[config.mk]
export PLATFORM = sky130hd
export DESIGN_NAME = adc_scan_top
export DESIGN_NICKNAME = d
export VERILOG_FILES = /design/src/rtl/adc_scan_pkg.sv /design/src/rtl/adc_scan_csr.sv /design/src/rtl/adc_scan_seq.sv /design/src/rtl/adc_scan_top.sv
export SDC_FILE = /design/constraint.sdc
export NUM_CORES = 1
export LEC_CHECK = 0
export ABC_CLOCK_PERIOD_IN_PS = 1680
export BUFFER_PORTS_ARGS = -buffer_cell sky130_fd_sc_hd__buf_2
export CAP_MARGIN = 5
export CORE_ASPECT_RATIO = 2
export CORE_UTILIZATION = 45
export DETAILED_ROUTE_END_ITERATION = 16
export GPL_TIMING_DRIVEN = 0
export PLACE_DENSITY = 0.68
export SYNTH_ARGS = -nofsm -noshare
export SYNTH_HDL_FRONTEND = slang
export SYNTH_SLANG_ARGS = --single-unit
export TNS_END_PERCENT = 100
[constraint.sdc]
create_clock -name clk -period 1.68 [get_ports clk]
set_input_delay 0.168 -clock clk [delete_from_list [all_inputs] [get_ports clk]]
set_output_delay 0.168 -clock clk [all_outputs]
set_load 0.005 [all_outputs]
[src/rtl/adc_scan_pkg.sv]
// Shared constants for the ADC scan sequencer: sizes, control-word bit
// positions, the multi-mode code and the sequencer state type.
package adc_scan_pkg;
    localparam int NUM_CH    = 4;
    localparam int CH_W      = $clog2(NUM_CH);
    localparam int SAMPLE_W  = 10;
    localparam int REG_W     = 16;
    localparam int ADDR_W    = 3;
    localparam int MODE_W    = 2;

    localparam int BIT_DONE  = 15;
    localparam int BIT_IE    = 14;
    localparam int BIT_START = 13;
    localparam int MODE_LSB  = 4;

    localparam logic [MODE_W-1:0] MODE_MULTI = 2'b10;

    typedef enum logic [1:0] {
        SEQ_IDLE  = 2'd0,
        SEQ_ISSUE = 2'd1,
        SEQ_WAIT  = 2'd2
    } seq_state_e;
endpackage

[src/rtl/adc_scan_csr.sv]
// Register block of the scan sequencer. Holds the control word (mode,
// channel field, interrupt enable, start bit, end flag) and one result
// register per channel. Assumes the sequencer raises res_we_i only while
// the start bit is set, and raises pass_done_i together with the last
// accepted result of a pass. A software write to the start bit takes
// priority over the hardware clear at the end of a pass.
module adc_scan_csr
    import adc_scan_pkg::*;
#(
    parameter int NCH   = NUM_CH,
    parameter int CHW   = CH_W,
    parameter int SMPW  = SAMPLE_W,
    parameter int RW    = REG_W,
    parameter int AW    = ADDR_W
) (
    input  logic              clk,
    input  logic              rst_n,
    input  logic [AW-1:0]     reg_addr,
    input  logic              reg_wr,
    input  logic [RW-1:0]     reg_wdata,
    output logic [RW-1:0]     reg_rdata,
    output logic              start_o,
    output logic [MODE_W-1:0] mode_o,
    output logic [CHW-1:0]    chsel_o,
    output logic              irq_o,
    input  logic              pass_done_i,
    input  logic              res_we_i,
    input  logic [CHW-1:0]    res_ch_i,
    input  logic [SMPW-1:0]   res_data_i
);
    localparam logic [AW-1:0] CTRL_ADDR = '0;

    logic              start_q, done_q, ie_q;
    logic [MODE_W-1:0] mode_q;
    logic [CHW-1:0]    chsel_q;
    logic [SMPW-1:0]   data_q [NCH];
    logic              ctrl_wr;
    logic              unused_wdata;

    assign ctrl_wr      = reg_wr && (reg_addr == CTRL_ADDR);
    assign unused_wdata = ^reg_wdata;

    // Control fields: software writes, hardware clears start at pass end.
    always_ff @(posedge clk) begin
        if (!rst_n) begin
            start_q <= 1'b0;
            ie_q    <= 1'b0;
            mode_q  <= '0;
            chsel_q <= '0;
        end else if (ctrl_wr) begin
            start_q <= reg_wdata[BIT_START];
            ie_q    <= reg_wdata[BIT_IE];
            mode_q  <= reg_wdata[MODE_LSB +: MODE_W];
            chsel_q <= reg_wdata[CHW-1:0];
        end else if (pass_done_i) begin
            start_q <= 1'b0;
        end
    end

    // End flag: set by hardware, cleared only by a software write of 0.
    always_ff @(posedge clk) begin
        if (!rst_n)
            done_q <= 1'b0;
        else if (pass_done_i)
            done_q <= 1'b1;
        else if (ctrl_wr && !reg_wdata[BIT_DONE])
            done_q <= 1'b0;
    end

    // One result register per channel.
    for (genvar g = 0; g < NCH; g++) begin : g_data
        // Capture the accepted sample addressed to this channel.
        always_ff @(posedge clk) begin
            if (!rst_n)
                data_q[g] <= '0;
            else if (res_we_i && (res_ch_i == CHW'(g)))
                data_q[g] <= res_data_i;
        end
    end

    // Combinational read mux over the control word and the result registers.
    always_comb begin
        reg_rdata = '0;
        if (reg_addr == CTRL_ADDR) begin
            reg_rdata[BIT_DONE]            = done_q;
            reg_rdata[BIT_IE]              = ie_q;
            reg_rdata[BIT_START]           = start_q;
            reg_rdata[MODE_LSB +: MODE_W]  = mode_q;
            reg_rdata[CHW-1:0]             = chsel_q;
        end else if (reg_addr[AW-1]) begin
            reg_rdata[SMPW-1:0] = data_q[reg_addr[CHW-1:0]];
        end
    end

    assign start_o = start_q;
    assign mode_o  = mode_q;
    assign chsel_o = chsel_q;
    assign irq_o   = done_q & ie_q;

    assert_done_after_pass_R6: assert property (@(posedge clk) disable iff (!rst_n)
        pass_done_i |=> done_q);
    assert_start_autoclear_R6: assert property (@(posedge clk) disable iff (!rst_n)
        (pass_done_i && !ctrl_wr) |=> !start_q);
    assert_result_needs_start_R9: assert property (@(posedge clk) disable iff (!rst_n)
        res_we_i |-> start_q);
    assert_done_clear_R8: assert property (@(posedge clk) disable iff (!rst_n)
        (ctrl_wr && !reg_wdata[BIT_DONE] && !pass_done_i) |=> !done_q);
endmodule

[src/rtl/adc_scan_seq.sv]
// Channel walker of the scan sequencer. On a start it picks the first
// channel (0 in multi mode, the programmed channel otherwise) and the last
// channel (the programmed channel), then issues one conversion per channel.
// Assumes the converter core answers each conv_start_o with one conv_done_i.
// A low start_i at any point in a pass returns it to idle and discards
// any sample that arrives afterwards.
module adc_scan_seq
    import adc_scan_pkg::*;
#(
    parameter int CHW  = CH_W,
    parameter int SMPW = SAMPLE_W
) (
    input  logic              clk,
    input  logic              rst_n,
    input  logic              start_i,
    input  logic [MODE_W-1:0] mode_i,
    input  logic [CHW-1:0]    chsel_i,
    output logic              conv_start_o,
    output logic [CHW-1:0]    conv_ch_o,
    input  logic              conv_done_i,
    input  logic [SMPW-1:0]   conv_data_i,
    output logic              res_we_o,
    output logic [CHW-1:0]    res_ch_o,
    output logic [SMPW-1:0]   res_data_o,
    output logic              pass_done_o
);
    seq_state_e     state_q;
    logic [CHW-1:0] cur_q, last_q;
    logic           accept;

    // Walk the channels of a pass and drop back to idle on abort or finish.
    always_ff @(posedge clk) begin
        if (!rst_n) begin
            state_q <= SEQ_IDLE;
            cur_q   <= '0;
            last_q  <= '0;
        end else begin
            case (state_q)
                SEQ_IDLE: if (start_i) begin
                    cur_q   <= (mode_i == MODE_MULTI) ? '0 : chsel_i;
                    last_q  <= chsel_i;
                    state_q <= SEQ_ISSUE;
                end
                SEQ_ISSUE: state_q <= start_i ? SEQ_WAIT : SEQ_IDLE;
                SEQ_WAIT: begin
                    if (!start_i)
                        state_q <= SEQ_IDLE;
                    else if (conv_done_i) begin
                        if (cur_q == last_q)
                            state_q <= SEQ_IDLE;
                        else begin
                            cur_q   <= cur_q + 1'b1;
                            state_q <= SEQ_ISSUE;
                        end
                    end
                end
                default: state_q <= SEQ_IDLE;
            endcase
        end
    end

    // Core handshake and result hand-off to the register block.
    always_comb begin
        accept       = (state_q == SEQ_WAIT) && start_i && conv_done_i;
        conv_start_o = (state_q == SEQ_ISSUE) && start_i;
        conv_ch_o    = cur_q;
        res_we_o     = accept;
        res_ch_o     = cur_q;
        res_data_o   = conv_data_i;
        pass_done_o  = accept && (cur_q == last_q);
    end

    assert_conv_pulse_R4: assert property (@(posedge clk) disable iff (!rst_n)
        conv_start_o |=> !conv_start_o);
    assert_multi_first_ch0_R3: assert property (@(posedge clk) disable iff (!rst_n)
        (state_q == SEQ_IDLE && start_i && mode_i == MODE_MULTI) |=> (conv_ch_o == '0));
    assert_single_channel_R2: assert property (@(posedge clk) disable iff (!rst_n)
        (state_q == SEQ_IDLE && start_i && mode_i != MODE_MULTI) |=> (conv_ch_o == $past(chsel_i)));
    assert_next_issue_R4: assert property (@(posedge clk) disable iff (!rst_n)
        (res_we_o && !pass_done_o) |=>
            ((conv_start_o || !start_i) && conv_ch_o == $past(res_ch_o) + CHW'(1)));
endmodule

[src/rtl/adc_scan_top.sv]
// Top of the ADC scan sequencer: the register block and the channel walker
// joined together. Assumes a converter core that answers every start pulse
// with exactly one done strobe, after any latency of one cycle or more.
module adc_scan_top
    import adc_scan_pkg::*;
(
    input  logic                clk,
    input  logic                rst_n,
    input  logic [ADDR_W-1:0]   reg_addr,
    input  logic                reg_wr,
    input  logic [REG_W-1:0]    reg_wdata,
    output logic [REG_W-1:0]    reg_rdata,
    output logic                conv_start,
    output logic [CH_W-1:0]     conv_ch,
    input  logic                conv_done,
    input  logic [SAMPLE_W-1:0] conv_data,
    output logic                irq
);
    logic              start_w, pass_done_w, res_we_w;
    logic [MODE_W-1:0] mode_w;
    logic [CH_W-1:0]   chsel_w, res_ch_w;
    logic [SAMPLE_W-1:0] res_data_w;

    adc_scan_csr u_csr (
        .clk(clk), .rst_n(rst_n),
        .reg_addr(reg_addr), .reg_wr(reg_wr), .reg_wdata(reg_wdata), .reg_rdata(reg_rdata),
        .start_o(start_w), .mode_o(mode_w), .chsel_o(chsel_w), .irq_o(irq),
        .pass_done_i(pass_done_w), .res_we_i(res_we_w), .res_ch_i(res_ch_w), .res_data_i(res_data_w)
    );

    adc_scan_seq u_seq (
        .clk(clk), .rst_n(rst_n),
        .start_i(start_w), .mode_i(mode_w), .chsel_i(chsel_w),
        .conv_start_o(conv_start), .conv_ch_o(conv_ch),
        .conv_done_i(conv_done), .conv_data_i(conv_data),
        .res_we_o(res_we_w), .res_ch_o(res_ch_w), .res_data_o(res_data_w),
        .pass_done_o(pass_done_w)
    );
endmodule

==> metrics.md <==
| Metric | Value |
|---|---|
| Initial antenna violation count | 0 |
| Top cell type by total area after synthesis | sky130_fd_sc_hd__edfxtp_1 |
| Synth Cell Area | 2550 um2 |
| HPWL Detailed | 4060 um |
| Setup Total Neg Slack | 0 ns |
| Iteration-0 DRC Markers | 48 |
| Initial Util | 0.470 |
| Mean instance size in the synthesized netlist | 11.9 um2 |
| Die area | 5990 um2 |
| Switch share | 0.215 |
| Pin count of the biggest net entering global routing | 18 |
| Layout cell share with drive strength beyond 1 | 0.312 |
| Clock-pin slew on the worst setup and hold paths | 0.10 ns |
| Clock group share of total power | 0.373 |
| Synth async-reset ratio | 0 |
| Cell at the root of the clock tree | sky130_fd_sc_hd__clkbuf_8 |
| Top-area cell type share of the netlist area | 0.471 |
| Slew at the pin closest to its max-slew limit | 0.524 ns |
| Global-route wire length before repair | 9020 um |
| RePlAce Congestion | 0.836 |
| Wire length per cell | 17.8 um |
| Area grow syn2layout | 17.7% |
| # port buffers | 39 |
| Pre-Repair DR Iteration Count | 4 |
| Share of the clock period used by the worst path after layout | 0.976 |
| Area of all placed cells without fillers | 3000 um2 |
| Basic-gate share of the synthesized area counting and, or, nand and nor cells | 0.211 |
| Leading post-synthesis cells by cell area | sky130_fd_sc_hd__edfxtp_1, sky130_fd_sc_hd__dfxtp_1, sky130_fd_sc_hd__mux4_2, sky130_fd_sc_hd__and3_1, sky130_fd_sc_hd__and2_1 |
| Multiplexer fraction of the synthesized cell area | 0.100 |
| Most frequently used flop master after synthesis | sky130_fd_sc_hd__edfxtp_1 |
| Detail Route Antenna Nets | 0 |
| Sort of element at the start of the critical path | register |
| Post-place instance area | 2830 um2 |
| Via Count | 1814 |
| Number of placed I/O pins | 53 |
| Synthesis Warnings | 0 |
| Number of max-capacitance violations reported | 0 |
| Std-Cell Core Area | 5420 um2 |
| Critical Path Max Stage Delay | 0.47 ns |
| Fraction of the yosys area taken by sequential cells | 0.573 |
| CTS tree | yes |
| Yosys cell types | 32 |
| Clock Skews | 0.00936 ns |
| Min Tclk post-route | 1.64 ns |
| Psw | 565 uW |
| Die outline width | 55.2 um |
| CTS H-tree depth | 2 |
| Comb pwr share | 0.074 |
| Number of buffers inserted during clock tree synthesis | 5 |
| Slew HR | 0.651 |
| Kind of capture point of the worst setup path | output pin |
| WP data required | 1.51 ns |
| Sequential cell fraction of total power | 0.552 |
| Class of the most critical hold timing path | in2reg |
| Static leakage power | 1.29 nW |
| Number of antenna diodes | 0 |
| Die Ht | 108 um |
| Power density over cell area | 877 nW/um2 |
| Final setup violation count | 0 |
| Count of final hold-check violations | 0 |
| Overall Power | 2.63 mW |
| Detailed-route wire length | 5740 um |
| Achievable clock frequency | 0.610 GHz |
| Insertion delay of the later-clocked pin in the worst-skew pair | 0.32 ns |
| Ordered list of cells on the worst path | mux4_2 > nand2_1 > o21ai_1 > buf_2 |
| Number of enable-type register cells in the synthesized netlist | 40 |
| Peak VDD IR | 0.879 mV |
| Number of buffers on the longest clock path | 2 |
| Synth Area in Adders | 0.0196 |
| RSZ-0062 raised after global routing | true |
| Dominant combinational cell family by area after synthesis | simple AND/OR/NAND/NOR gates |
| Number of nets at the end of the flow | 299 |
| Max-slew violation total from the final report | 0 |
| Total number of clock tree sinks | 53 |
| Number of synthesized register bits | 53 |
| Slowest cell on crit path | sky130_fd_sc_hd__mux4_2 |
| Global router's overall resource usage | 0.207 |
| Drt via density | 5.62 |
| Compound-Gate Fraction of Synth Area | 0.0501 |
| Arrival time of the worst setup path | 1.47 ns |
| Xor/xnor cell area share of the yosys netlist | 0.00687 |
| Detailed-route DRC error count | 0 |
| Internal power component | 2.07 mW |
| Outcome | finished clean |
| Top fanout value on the critical path | 1 |
| Number of cells produced by synthesis | 214 |
| Type of the worst setup path | reg2out |
| Via count of the first global-routing pass | 1881 |
| Number of placement rows | 38 |
| Grt ovf | 0 |
[area by class of cell]
cell class	instances	area [um2]
fill	512	2420
inverter	4	15.0
multi-input combinational	143	1030
clock inverter	2	38.8
buffer	16	88.8
tap	60	75.1
sequential	53	1460
clock buffer	6	93.8
timing repair buffer	39	195
[registers in the layout (all words and copies together) (netlist names)]
register         count
u_seq.state_q        2
u_csr.ie_q           1
u_seq.conv_ch_o      2
u_csr.chsel_o        2
u_csr.done_q         1
u_csr.data_q        40
u_csr.mode_o         2
u_seq.last_q         2
u_csr.start_o        1
[worst max-delay path: cells and delay by family, from the launching register on]
family / cells / cell delay [ns]
AOI/OAI and AO/OA: 1 / 0.08
buffers and inverters: 1 / 0.13
DFF: 1 / 0.39
muxes: 1 / 0.47
and+or+nand+nor: 1 / 0.08
[worst paths after layout]
kind	from	end	slack, ns	cells past startpoint
worst max-delay path	u_csr.data_q[2][1]	reg_rdata[1]	0.04	4
worst max register to register	u_seq.conv_ch_o[1]	u_csr.data_q[1][6]	0.12	5
worst min-delay path	reg_wdata[0]	u_csr.chsel_o[0]	0.08	3
worst min register to register	u_csr.ie_q	u_csr.ie_q	0.47	2
[repair_timing]
action                                  in CTS  in global routing
gates resized for setup                     10                 15
hold endpoints to repair                     0                  0
hold buffers                                 0                  0
endpoints found under the setup margin      54                 56
setup buffers                                0                  0
[per-stage QoR]
step	hold WS, ns	setup WS [ns]	instances	utilization
after floorplan	0.304	0.233	216	-
after global placement	0.413	-0.256	315	0.521
after detailed placement	0.415	-0.300	315	0.521
after CTS	0.0713	0.0124	323	0.549
after global routing	0.0707	-0.0131	323	0.554
final	0.0777	0.0399	323	0.554
[cell usage in the layout, fill, tap and decap left out, drive strengths merged, types with 2 or more instances in the layout]
cell,Yosys,layout
a21oi,8,8
inv,4,5
buf,7,46
nand3,3,3
nor2b,2,2
conb,1,3
ha,4,4
clkbuf,9,15
nor2,9,9
a22oi,2,2
mux4,10,10
edfxtp,40,40
and3,30,30
xnor2,2,2
a211oi,2,2
and2,21,21
o21ai,5,5
nand2,30,30
mux2i,3,3
dfxtp,13,13
[power groups by stage]
stage	Combinational (mW)	Sequential [mW]	Clock, mW
3_3_place_gp	0.189	1.48	0
2_1_floorplan	0.109	1.48	0
4_1_cts	0.194	1.45	0.988
3_5_place_dp	0.191	1.48	0
5_1_grt	0.216	1.46	1.05
6_report	0.196	1.45	0.982
[synthesized netlist by cell type (2+ instances only)]
library cell and number:
sky130_fd_sc_hd__mux2i_1 3, sky130_fd_sc_hd__ha_1 4, sky130_fd_sc_hd__and3_1 30, sky130_fd_sc_hd__clkbuf_1 9
sky130_fd_sc_hd__nand2_1 30, sky130_fd_sc_hd__dfxtp_1 13, sky130_fd_sc_hd__buf_4 5, sky130_fd_sc_hd__mux4_2 10
sky130_fd_sc_hd__nor2_1 9, sky130_fd_sc_hd__a22oi_1 2, sky130_fd_sc_hd__and2_1 20, sky130_fd_sc_hd__nor2b_1 2
sky130_fd_sc_hd__inv_1 4, sky130_fd_sc_hd__o21ai_0 5, sky130_fd_sc_hd__nand3_1 3, sky130_fd_sc_hd__xnor2_1 2
sky130_fd_sc_hd__a21oi_1 8, sky130_fd_sc_hd__a211oi_1 2, sky130_fd_sc_hd__edfxtp_1 40
[cells by family after synthesis]
| logic type | after synthesis |
|---|---|
| other cells | 1 |
| simple gates | 101 |
| mux | 13 |
| flops | 53 |
| buf+inv | 20 |
| xor+xnor | 2 |
| compound gates | 20 |
| fa+ha+maj | 4 |
[routing by layer]
layer / up-vias / GRT usage / part of all wire
li1: 865 / - / -
met1: 875 / 0.187 / 0.33
met2: 58 / 0.397 / 0.60
met3: 16 / 0.0383 / 0.043
met4: 0 / 0.150 / 0.029
met5: - / 0 / 0
(Power assumes the default switching activity.)
